$ cat config.mk
export PLATFORM = sky130hd
export DESIGN_NAME = alias_monitor
export DESIGN_NICKNAME = d
export VERILOG_FILES = /design/src/rtl/alias_mon_pkg.sv /design/src/rtl/alias_mon_table.sv /design/src/rtl/alias_mon_ctrl.sv /design/src/rtl/alias_monitor.sv
export SDC_FILE = /design/constraint.sdc
export NUM_CORES = 1
export LEC_CHECK = 0
export ABC_AREA = 1
export BUFFER_PORTS_ARGS = -buffer_cell sky130_fd_sc_hd__buf_2
export CORE_MARGIN = 8
export CORE_UTILIZATION = 35
export CTS_BUF_LIST = sky130_fd_sc_hd__clkbuf_16
export CTS_CLUSTER_DIAMETER = 200
export DETAILED_ROUTE_END_ITERATION = 8
export GPL_TIMING_DRIVEN = 0
export SYNTH_ARGS = -nofsm -noshare
export SYNTH_HDL_FRONTEND = slang
export SYNTH_HIERARCHICAL = 1
export SYNTH_SLANG_ARGS = --single-unit
$ cat constraint.sdc
create_clock -name clk -period 5.4 [get_ports clk]
set_clock_uncertainty 0.2 [all_clocks]
set_input_delay 0.54 -clock clk [delete_from_list [all_inputs] [get_ports clk]]
set_output_delay 0.54 -clock clk [all_outputs]
set_load 0.01 [all_outputs]
$ cat src/rtl/alias_mon_pkg.sv
package alias_mon_pkg;

  localparam logic [3:0] OP_LD       = 4'd0;
  localparam logic [3:0] OP_ST       = 4'd1;
  localparam logic [3:0] OP_LDMON    = 4'd2;
  localparam logic [3:0] OP_CLRRD    = 4'd3;
  localparam logic [3:0] OP_STCHK_R  = 4'd4;
  localparam logic [3:0] OP_STCHK_W  = 4'd5;
  localparam logic [3:0] OP_STCHK_RW = 4'd6;
  localparam logic [3:0] OP_LDCHK_R  = 4'd7;
  localparam logic [3:0] OP_LDCHK_W  = 4'd8;
  localparam logic [3:0] OP_LDCHK_RW = 4'd9;

  // strobes from control to the line table
  typedef struct packed {
    logic clearAll;
    logic alloc;
    logic setSr;
    logic setSw;
    logic clrSr;
  } tblStrobe_t;

endpackage

$ cat src/rtl/alias_mon_table.sv
module alias_mon_table
  import alias_mon_pkg::*;
#(
  parameter int ENTRIES = 16,
  parameter int TAG_W   = 26
) (
  input  logic             clk,
  input  logic             rst_n,
  input  tblStrobe_t       strobe,
  input  logic [TAG_W-1:0] lookupTag,
  output logic             hit,
  output logic             hitSr,
  output logic             hitSw,
  output logic             full
);
  localparam int IDX_W = (ENTRIES > 1) ? $clog2(ENTRIES) : 1;

  logic [ENTRIES-1:0] entValid, entSr, entSw, matchVec;
  logic [TAG_W-1:0]   entTag [ENTRIES];
  logic [IDX_W-1:0]   hitIdx, freeIdx;

  for (genvar g = 0; g < ENTRIES; g++) begin : gMatch
    assign matchVec[g] = entValid[g] && (entTag[g] == lookupTag);
  end

  always_comb begin
    hitIdx  = '0;
    freeIdx = '0;
    for (int i = ENTRIES - 1; i >= 0; i--) begin
      if (matchVec[i])  hitIdx  = IDX_W'(i);
      if (!entValid[i]) freeIdx = IDX_W'(i);
    end
  end

  assign hit   = |matchVec;
  assign hitSr = hit && entSr[hitIdx];
  assign hitSw = hit && entSw[hitIdx];
  assign full  = &entValid;

  always_ff @(posedge clk) begin
    if (!rst_n) begin
      entValid <= '0;
      entSr    <= '0;
      entSw    <= '0;
      for (int i = 0; i < ENTRIES; i++) entTag[i] <= '0;
    end else if (strobe.clearAll) begin
      entValid <= '0;
      entSr    <= '0;
      entSw    <= '0;
    end else if (hit) begin
      if (strobe.setSr) entSr[hitIdx] <= 1'b1;
      if (strobe.setSw) entSw[hitIdx] <= 1'b1;
      if (strobe.clrSr) begin
        entSr[hitIdx] <= 1'b0;
        if (!entSw[hitIdx]) entValid[hitIdx] <= 1'b0;  // slot freed
      end
    end else if (strobe.alloc && !full) begin
      entValid[freeIdx] <= 1'b1;
      entTag[freeIdx]   <= lookupTag;
      entSr[freeIdx]    <= strobe.setSr;
      entSw[freeIdx]    <= strobe.setSw;
    end
  end

  // a line appears in at most one slot
  a_r9_unique_line: assert property (@(posedge clk) disable iff (!rst_n)
    $onehot0(matchVec));
  // control never asks for a slot when none is free
  a_r9_alloc_room: assert property (@(posedge clk) disable iff (!rst_n)
    strobe.alloc |-> !full);
  // a held line always carries at least one mark
  a_r9_live_marked: assert property (@(posedge clk) disable iff (!rst_n)
    hit |-> (hitSr || hitSw));

endmodule

$ cat src/rtl/alias_mon_ctrl.sv
module alias_mon_ctrl
  import alias_mon_pkg::*;
#(
  parameter int PC_W = 32
) (
  input  logic            clk,
  input  logic            rst_n,
  input  logic            regionBegin,
  input  logic            regionEnd,
  input  logic [PC_W-1:0] safePc,
  input  logic            opValid,
  input  logic [3:0]      opKind,
  input  logic            hit,
  input  logic            hitSr,
  input  logic            hitSw,
  input  logic            full,
  output tblStrobe_t      strobe,
  output logic            chkDone,
  output logic            chkFail,
  output logic            rollback,
  output logic [PC_W-1:0] restartPc,
  output logic            regionActive
);
  logic accept, chkR, chkW, markSr, markSw, clrRd;
  logic conflict, overflow, abort, needEntry;

  assign accept = opValid && regionActive && !regionBegin && !regionEnd;

  always_comb begin
    chkR = 1'b0; chkW = 1'b0; markSr = 1'b0; markSw = 1'b0; clrRd = 1'b0;
    case (opKind)
      OP_ST:       markSw = 1'b1;
      OP_LDMON:    markSr = 1'b1;
      OP_CLRRD:    clrRd  = 1'b1;
      OP_STCHK_R:  begin chkR = 1'b1; markSw = 1'b1; end
      OP_STCHK_W:  begin chkW = 1'b1; markSw = 1'b1; end
      OP_STCHK_RW: begin chkR = 1'b1; chkW = 1'b1; markSw = 1'b1; end
      OP_LDCHK_R:  begin chkR = 1'b1; markSr = 1'b1; end
      OP_LDCHK_W:  chkW = 1'b1;
      OP_LDCHK_RW: begin chkR = 1'b1; chkW = 1'b1; markSr = 1'b1; end
      default: ;
    endcase
  end

  assign needEntry = markSr || markSw;
  assign conflict  = accept && ((chkR && hitSr) || (chkW && hitSw));
  assign overflow  = accept && !conflict && needEntry && !hit && full;
  assign abort     = conflict || overflow;

  always_comb begin
    strobe.clearAll = regionBegin || regionEnd || abort;
    strobe.setSr    = accept && !abort && markSr;
    strobe.setSw    = accept && !abort && markSw;
    strobe.clrSr    = accept && clrRd;
    strobe.alloc    = accept && !abort && needEntry && !hit;
  end

  always_ff @(posedge clk) begin
    if (!rst_n) begin
      regionActive <= 1'b0;
      restartPc    <= '0;
      chkDone      <= 1'b0;
      chkFail      <= 1'b0;
      rollback     <= 1'b0;
    end else begin
      if (regionBegin) begin
        regionActive <= 1'b1;
        restartPc    <= safePc;
      end else if (regionEnd || abort) begin
        regionActive <= 1'b0;
      end
      chkDone  <= accept;
      chkFail  <= conflict;
      rollback <= abort;
    end
  end

  // nothing is reported for operations outside a region
  a_r11_idle_quiet: assert property (@(posedge clk) disable iff (!rst_n)
    !regionActive |=> (!rollback && !chkDone));
  // closing a region never requests rollback
  a_r8_end_quiet: assert property (@(posedge clk) disable iff (!rst_n)
    (regionEnd && !regionBegin) |=> !rollback);
  // rollback leaves the region closed and lasts one cycle
  a_r10_rb_closes: assert property (@(posedge clk) disable iff (!rst_n)
    rollback |-> (!regionActive && chkDone));
  a_r10_rb_pulse: assert property (@(posedge clk) disable iff (!rst_n)
    rollback |=> !rollback);
  // restart target is not disturbed while rollback is presented
  a_r1_pc_stable: assert property (@(posedge clk) disable iff (!rst_n)
    rollback |-> $stable(restartPc));

endmodule

$ cat src/rtl/alias_monitor.sv
module alias_monitor
  import alias_mon_pkg::*;
#(
  parameter int ADDR_W     = 32,
  parameter int PC_W       = 32,
  parameter int ENTRIES    = 16,
  parameter int LINE_BYTES = 64
) (
  input  logic              clk,
  input  logic              rst_n,
  input  logic              regionBegin,
  input  logic              regionEnd,
  input  logic [PC_W-1:0]   safePc,
  input  logic              opValid,
  input  logic [3:0]        opKind,
  input  logic [ADDR_W-1:0] opAddr,
  output logic              chkDone,
  output logic              chkFail,
  output logic              rollback,
  output logic [PC_W-1:0]   restartPc,
  output logic              regionActive
);
  localparam int LINE_BITS = $clog2(LINE_BYTES);
  localparam int TAG_W     = ADDR_W - LINE_BITS;

  tblStrobe_t       strobe;
  logic             hit, hitSr, hitSw, full;
  logic [TAG_W-1:0] lineTag;
  logic             unusedLowBits;

  assign lineTag       = opAddr[ADDR_W-1:LINE_BITS];
  assign unusedLowBits = ^opAddr[LINE_BITS-1:0];

  alias_mon_ctrl #(.PC_W(PC_W)) u_ctrl (
    .clk(clk), .rst_n(rst_n),
    .regionBegin(regionBegin), .regionEnd(regionEnd), .safePc(safePc),
    .opValid(opValid), .opKind(opKind),
    .hit(hit), .hitSr(hitSr), .hitSw(hitSw), .full(full),
    .strobe(strobe),
    .chkDone(chkDone), .chkFail(chkFail), .rollback(rollback),
    .restartPc(restartPc), .regionActive(regionActive)
  );

  alias_mon_table #(.ENTRIES(ENTRIES), .TAG_W(TAG_W)) u_table (
    .clk(clk), .rst_n(rst_n),
    .strobe(strobe), .lookupTag(lineTag),
    .hit(hit), .hitSr(hitSr), .hitSw(hitSw), .full(full)
  );

endmodule

Yosys cells after proc, flatten, opt, wreduce, memory -nomap -nowiden
Memory sizes are Yosys's and may differ from the RTL's.
Cells that the tools add are included.
- bits in registers: 84
- bits in latches: 0
- memory bits (writable): 416
- ROM bits: 0
- output and inout port bits: 36
- logic and storage cells: 181
- memories: 1
- memories (name ; words ; width ; rd ports ; clocked after memory_dff ; wr ports ; line ; source):
    u_table.entTag ; 16 ; 26 ; 16 ; 0 ; 16 ; alias_mon_table.sv:19 ; logic [TAG_W-1:0] entTag [ENTRIES];
- add/sub/neg operators: 0
- $mul: 0
- divide/modulo/power cells: 0
- order comparisons: 4
- equal/unequal tests: 28
- shifts and indexed selects: 0
- muxes and demuxes: 72
- bitwise gates (word level): 7
- reduce and logical (&&, ||, !) cells: 61
- operator list (kind ; number):
    == test 26 bit ; 16
    2-to-1 mux 16 bit ; 14
    2-to-1 mux 4 bit ; 33
    OR 16 bit ; 3
    logical AND 1 bit ; 37
    AND 16 bit ; 2
    bitwise mux 16 bit ; 2
    2-to-1 mux 26 bit ; 1
    OR reduction 26 bit ; 1
    2-to-1 mux 1 bit ; 18
    == test 4 x 3 -> 1 bit, second input constant ; 4
    inverter 16 bit ; 1
    AND reduction 16 bit ; 1
    OR reduction 16 bit ; 1
    OR reduction 4 bit ; 3
    less-than comparator 4 x 5 -> 1 bit, second input constant ; 2
    binary-select mux 1 bit (select 4 bit) ; 2
    demux 1 bit (select 4 bit) ; 2
    == test 4 x 2 -> 1 bit, second input constant ; 2
    == test 4 bit, second input constant ; 2
    >= comparator 4 x 1 -> 1 bit, second input constant ; 2
    logical NOT 1 bit ; 6
    logical OR 1 bit ; 6
    == test 4 x 1 -> 1 bit, second input constant ; 1
    8 further kinds ; 10

Logic depth before layout (Yosys ltp)
Gate-level depths: netlist of run 1.
- word-level depth: 42
- gate-level depth with buffers: 48
- depth with buffers taken out: 45

By module
The synthesis of run 1 kept the hierarchy.
- modules (own cells, without submodules) (module ; times used ; cells each ; area each (um^2) ; sequential area each (um^2)):
    alias_mon_table ; 1 ; 3345 ; 27382.5 ; 13452.9
    alias_mon_ctrl ; 1 ; 194 ; 1400.1 ; 720.7

Least setup slack after synthesis of run 1
OpenSTA, ideal clock, no wires.
- path type: input to register
- start: in opAddr[21]
- end: mem u_table.entTag[13][0] (enable)
- library setup time: 383 ps
- data arrival time: 4884 ps
- required time: 4817 ps
- slack: -67 ps
- stages: 33
- cell sequence: buf_4 -> inv_4 -> buf_6 -> buf_6 -> nor2_1 -> nor3_1 -> nand3_1 -> nor4_2 -> nand4_1 -> nand2_2 -> nor2_1 -> nand2_1 -> nor2_1 -> nor2_4 -> inv_1 -> nor2_1 -> nor2_2 -> nand3_4 -> buf_6 -> inv_1 -> nand2_1 -> nand2_1 -> inv_2 -> nand2_2 -> inv_2 -> nand3_1 -> nor2_1 -> o21ai_0 -> inv_1 -> clkbuf_1 -> nand3_1 -> buf_2 -> nand2_1
- RTL lines (element ; line ; source):
    start: declaration ; alias_monitor.sv:16 ; input logic [ADDR_W-1:0] opAddr,
    end: declaration ; alias_mon_table.sv:19 ;

==> results of run 1 <==
-- kinds of logic after synthesis --
kind of cell	synth area share (%)
and+or+nand+nor	33.48
DFF	49.24
buffers and inverters	7.881
AOI/OAI and AO/OA	5.412
xor gates and xnor gates	3.986
-- layer usage --
metal  vias up  routed length (um)  GRT usage, %
li1      12490                   -             -
met1     13430               50690         36.70
met2      1915               56460         41.78
met3       360               16960         6.597
met4         0                7708         14.23
met5         -                   0             0
-- metrics by stage --
step / total power (uW) / hold WS (ns) / area (sq um) / setup WS, ns
finish: 9402 / 0.02023 / 35180 / 0.05170
global route: 9641 / 0.04520 / 35180 / -0.07449
CTS: 9355 / 0.01524 / 34070 / 0.007418
detailed placement: 5505 / 0.2779 / 30570 / -3.086
global placement: 5503 / 0.2747 / 30550 / -3.077
floorplan: 5028 / 0.2642 / 28790 / -0.06663
-- report_power, final --
part	switching [uW]	total [uW]	internal (uW)
clock network	1680	3790	2110
logic	860	1240	383
registers	70.9	4360	4290
-- final cells by class --
class | count | area [sq um]
Clock inverter | 45 | 351.6
Antenna cell | 1 | 2.502
Inverter | 301 | 1177
Buffer | 179 | 1306
Clock buffer | 56 | 1401
Multi-Input combinational cell | 2571 | 12990
Fill cell | 8139 | 46530
Timing Repair Buffer | 267 | 2441
Sequential cell | 500 | 14180
Tap cell | 1070 | 1339
-- cells in the final DEF (no fill, tap or decap), types with 18 or more instances in the layout --
cell,instances
a21oi_1,40
a31oi_1,21
buf_12,28
buf_2,123
buf_4,132
buf_6,50
clkbuf_1,36
clkbuf_16,65
dfxtp_1,81
dlygate4sd3_1,34
edfxtp_1,416
inv_1,269
inv_2,29
nand2_1,770
nand2_2,32
nand3_1,88
nand3b_1,18
nand4_1,191
nor2_1,728
nor3_1,48
nor4_1,56
o21ai_0,116
o22ai_1,19
or2_2,135
xnor2_1,55
xor2_1,75
-- worst register-to-register path: cells and delay by family, from the launching register on --
family | cells | cell delay [ns]
buffers and inverters | 10 | 1.47
AOI/OAI and AO/OA | 2 | 0.20
and+or+nand+nor | 35 | 2.78
DFF | 1 | 0.35
-- sequential cells by signal (all words and copies together), names as in the netlist --
name / count
u_table/entValid: 16
u_table/entTag: 416
u_ctrl/chkDone: 1
u_table/entSw: 16
u_ctrl/rollback: 1
u_table/entSr: 16
u_ctrl/regionActive: 1
u_ctrl/chkFail: 1
u_ctrl/restartPc: 32
-- what timing repair did --
item | in CTS | in global routing
setup endpoints to repair | 880 | 738
gates resized for setup | 121 | 107
hold buffers | 34 | 0
gates cloned | 17 | 12
buffers inserted | 81 | 57
pin swaps | 14 | 30
endpoints found under the hold margin | 33 | 0
-- worst max-delay path by stage --
stage | from | end | slack, ns | depth (start not counted)
finish | opAddr[27] | u_table/entTag[2][2] | 0.05 | 37
global route | opAddr[11] | u_table/entTag[2][20] | -0.07 | 39
CTS | u_table/entValid[14] | u_table/entTag[15][25] | 0.007 | 34
detailed placement | opAddr[29] | u_table/entTag[10][9] | -3.09 | 28
global placement | opAddr[29] | u_table/entTag[8][12] | -3.08 | 28
floorplan | opAddr[21] | u_table/entTag[10][0] | -0.07 | 33
==> results.txt, run 1 <==
# rows: 105
Mapped Area: 28780 sq um
Cells after Synth: 3539
Via density: 5.650
Routed Antenna Nets: 0
Final Hold Viols: 0
TritonCTS Buffers: 55
Largest net degree at the start of global routing: 21
RSZ-0062 raised after global routing: true
Commonest cells in the synthesized netlist: nand2_1 (792), nor2_1 (735), edfxtp_1 (416), inv_1 (268), nand4_1 (191)
Slew headroom: -6.768%
Min-delay worst type: in -> reg
Pleak: 0.01464 uW
Failing checks: capacitance limit, slew limit
Outcome: complete, but fails checks
Die width: 302.8 um
Worst Hold Endpoint: u_ctrl/restartPc[21]
Core area: 81720 sq um
Synth unique cells: 55
Worst hold start: rst_n
Crit path capture type: register
Critical path class: in -> reg
Final nets: 3948
Max cap viols: 1
Final GP Congestion: 0.9919
Vias in the first global route: 26240
Fin crit share: 99.04%
Die H: 302.8 um
Count leader, synth: nand2_1
Post-synth EDFFs: 416
Routed vias: 28190
Synthesis-to-layout area growth: 22.24%
Post-detail-place hpwl: 88.03 mm
Port bufs: 86
Yosys top cell area share: 43.40%
CP Data Required Time: 5.56 ns
Largest cells by area after synthesis: edfxtp_1 (43%), nand2_1 (10%), nor2_1 (9.6%), dfxtp_1 (5.8%), nand4_1 (4.2%)
Worst slew pin tran: 1.602 ns
Flops & latches, synth: 500
Die area: 91670 sq um
Maximum fanout along the worst path: 10
Final setup fails: 0
Post-layout util: 43.05%
Hold path cells: 3
Peak Freq: 187.0 MHz
Setup TNS: 0 ns
First-pass GRT wire length: 182.9 mm
Min cycle time layout: 5.348 ns
Peak VDD IR: 239.3 uV
CTS Root Cell: clkbuf_16
Post-synthesis sequential area ratio: 49.24%
Skew-Pair Late Insertion Delay: 0.65 ns
Post-Route WL: 131.8 mm
Post-DR wirelength/cell: 26.42 um
Crit path max-delay family: simple AND/OR/NAND/NOR gates
Dominant synthesized flop cell: edfxtp_1
Syn nets: 3612
Yosys warning total: 6
Fin cells: 4990
Initial Util: 35.22%
Largest area contributor in the netlist: edfxtp_1
Slowest stage delay, CP: 0.37 ns
DRT Pass-1 Iters: 5
Reg-to-reg startpoint: u_table/entValid[14]
Crit-path slowest cell: nor4_1
Top-Level Pins: 109
R2R Path End: u_table/entTag[2][2]
GRT Total Usage: 27.64%
Final Max Slew Viols: 11
GR Overflow Total: 0
Post-Syn Area per Cell: 8.133 sq um
R2R cell count: 47
Asr flop ratio synth: 0%
Worst Path Arrival: 5.51 ns
H-tree depth: 2
Clk buf depth: 3
Clk sinks: 500
Share of layout cells above drive strength 1: 19.29%
Crit path buf inv count: 12
Inst Count DP: 4696
Initial antenna violation count: 5
Reg2reg setup slack: 0.15 ns
TritonCTS clock tree: yes
DRC viols: 0
Clk pin slew, worst setup/hold paths: 0.06 ns
Pwr Density: 267.2 nW/um^2
Iter 0 DRT Violations: 3790
CP startpoint kind: primary input
(Power assumes the default switching activity.)
==> run 2: changes to the inputs <==
- ABC_AREA: 1 -> unset
==> run 2 against run 1 <==
  * The run ends with setup timing left
  * Largest cell class unchanged
  * Critical path type is now reg -> reg
  * Critical path depth fell by 16
  * Setup slack lost 1.0 ns
  * Fmax is 16% lower
==> results.txt, run 2 <==
# rows: 101
Inst Count DP: 3417
Simple-gate share of the synthesized area: 22.82%
First-pass GRT wire length: 147.7 mm
Fin cells: 3649
Die H: 291.7 um
Xor/xnor share of the synthesized area: 13.63%
Final GP Congestion: 0.9775
Die area: 85070 sq um
Asr flop ratio synth: 0%
Critical path class: reg -> reg
GR Overflow Total: 0
Iter 0 DRT Violations: 2868
Post-synthesis adder-cell area fraction: 0%
Main combinational cell family by area after synthesis: simple AND/OR/NAND/NOR gates
Synth unique cells: 72
Die width: 291.7 um
Power consumption: 9279 uW
Internal power consumption: 6871 uW
Peak Freq: 156.5 MHz
Top Registers: u_table/entTag (416), u_ctrl/restartPc (32)
Top-Level Pins: 109
Pwr Density: 286.7 nW/um^2
Largest register FFs: 416
CTS Root Cell: clkbuf_16
Mapped Area: 26600 sq um
Clk sinks: 500
Skew-Pair Late Insertion Delay: 0.64 ns
H-tree depth: 2
Maximum fanout along the worst path: 10
Final nets: 2694
DRC viols: 0
Min cycle time layout: 6.388 ns
Routed vias: 21380
Core area: 75570 sq um
Share of layout cells above drive strength 1: 18.79%
Post-synthesis sequential area ratio: 53.29%
CP Data Required Time: 5.56 ns
Port bufs: 73
Worst slew pin tran: 1.357 ns
Final Max Slew Viols: 0
Crit path capture type: register
Post-DR wirelength/cell: 29.11 um
Clock power frac: 41.6%
Post-Syn Area per Cell: 11.25 sq um
Count leader, synth: edfxtp_1
Switch share: 25.95%
Initial antenna violation count: 15
Clk pin slew, worst setup/hold paths: 0.07 ns
Pleak: 0.01126 uW
Switch Pwr: 2408 uW
Post-Route WL: 106.2 mm
Routed Antenna Nets: 0
Largest cells by area after synthesis: edfxtp_1 (47%), and2_1 (8.5%), xnor2_1 (7.2%), xor2_1 (6.5%), dfxtp_1 (6.3%)
Initial Util: 35.20%
Vias in the first global route: 20540
Fin crit share: 118.3%
Outcome: complete, but fails checks
Largest area contributor in the netlist: edfxtp_1
TritonCTS clock tree: yes
Synthesis-to-layout area growth: 21.68%
Worst Path Arrival: 6.55 ns
Yosys warning total: 6
Most flop-heavy register: u_table/entTag
Min-delay worst type: in -> reg
Via density: 5.858
Flops & latches, synth: 500
Slew headroom: 9.550%
Post-detail-place hpwl: 70.21 mm
Commonest non-fill, non-tap cell in the layout: edfxtp_1
Syn nets: 2438
Failing checks: setup timing
Dominant synthesized flop cell: edfxtp_1
Final setup fails: 880
Cells after Synth: 2365
Comb power frac: 11.0%
Share of power burned in registers: 47.5%
Commonest cells after routing, fill and taps aside: edfxtp_1 (416), and2_1 (359), xnor2_1 (218)
RSZ-0062 raised after global routing: true
Clk buf depth: 3
Final Hold Viols: 0
Post-synth EDFFs: 416
GRT Total Usage: 23.80%
Yosys top cell area share: 46.97%
Synth Area in Compound Gates: 4.850%
Largest net degree at the start of global routing: 27
Max cap viols: 0
Mux share of post-synthesis cell area: 1.693%
Peak VDD IR: 294.7 uV
Final setup margin: -0.9879 ns
TritonCTS Buffers: 55
Commonest cells in the synthesized netlist: edfxtp_1 (416), and2_1 (360), xnor2_1 (218), xor2_1 (196), nand4_1 (138)
CP startpoint kind: register
DRT Pass-1 Iters: 6
run 2: cell count changes after synthesis, sizes merged, moves of 53 or more:
| cell | change |
|---|---|
| nand2 | -755 |
| nor2 | -651 |
| and2 | +350 |
| inv | -277 |
| xnor2 | +162 |
| or2 | -145 |
| xor2 | +121 |
| o21ai | -86 |
| nand3 | -80 |
| nor4 | +65 |
| nand4 | -53 |
run 2: area by class of cell:
class,count,area [sq um]
antenna,5,12.51
multi-input combinational,1676,12330
inverter,26,101.3
sequential,500,14170
clock buffer,57,1426
fill,7012,43210
clock inverter,45,402.9
buffer,184,1197
tap,978,1224
timing repair buffer,178,1499
run 2: critical path, stage by stage, from the launching register on:
cell and delay (ns):
edfxtp_1 0.41, xor2_2 0.17, or4_4 0.52, or4b_4 0.57, nor4_2 0.67, o21ai_0 0.20
a21oi_1 0.24, o22ai_1 0.30, mux2i_2 0.31, o221ai_2 0.23, nor2_4 0.09, nand4b_1 0.11
a31oi_2 0.10, a31oi_2 0.20, a21boi_4 0.24, and3_4 0.20, and2_4 0.17, nand3_4 0.08
buf_12 0.18, clkbuf_8 0.17, buf_2 0.22, nor4_1 0.51
run 2: metrics by stage:
step | util (%) | setup WS (ns) | TNS (ns) | hold WS [ns] | area, sq um
floorplan | - | -0.5717 | -233.76 | 0.2211 | 26830
global placement | 37.60 | -3.479 | -2534.65 | 0.2420 | 28420
detailed placement | 37.61 | -3.397 | -2461.08 | 0.2480 | 28420
CTS | 42.11 | -0.9322 | -692.03 | 0.08553 | 31820
global route | 42.81 | -0.9911 | -779.82 | 0.1046 | 32350
finish | 42.83 | -0.9879 | -694.42 | 0.1222 | 32360
run 2: path summary, 6_finish.rpt:
kind	slack (ns)	cells past startpoint	startpoint	endpoint
setup / recovery	-0.99	21	u_table/entTag[12][14]	u_table/entTag[10][9]
setup reg to reg	-0.99	21	u_table/entTag[12][14]	u_table/entTag[10][9]
hold / removal	0.12	4	regionEnd	u_ctrl/regionActive
hold reg to reg	0.26	2	u_table/entSr[13]	u_table/entSr[13]
run 2: repair_timing:
item                                    4_1_cts  5_1_grt
buffers inserted                             54       14
pin swaps                                    33       22
resized for setup                           135      129
endpoints found under the setup margin      883      881
hold buffers                                 33        0
gates cloned                                 20        7
endpoints found under the hold margin        33        0
run 2: cell families (layout without fill, tap and decap cells):
kind of cell	Yosys count	after routing
XOR/XNOR	414	414
buffers and inverters	211	490
flip-flops	500	500
multiplexers	45	45
other	0	5
AND/OR/NAND/NOR	1022	1039
AO/OA/AOI/OAI	173	178
run 2: power by group through the flow:
| stage | clock, uW | combinational, uW | sequential (uW) |
|---|---|---|---|
| floorplan | 0 | 537 | 4480 |
| detailed placement | 0 | 891 | 4490 |
| finish | 3860 | 1020 | 4400 |
| global placement | 0 | 885 | 4480 |
| CTS | 3910 | 976 | 4400 |
| global route | 4050 | 1050 | 4420 |
run 2: metal layers:
layer	track usage, %	wire [um]
met1	30.59	39510
met2	37.83	47880
met3	5.635	12760
met4	11.04	6067
met5	0	13
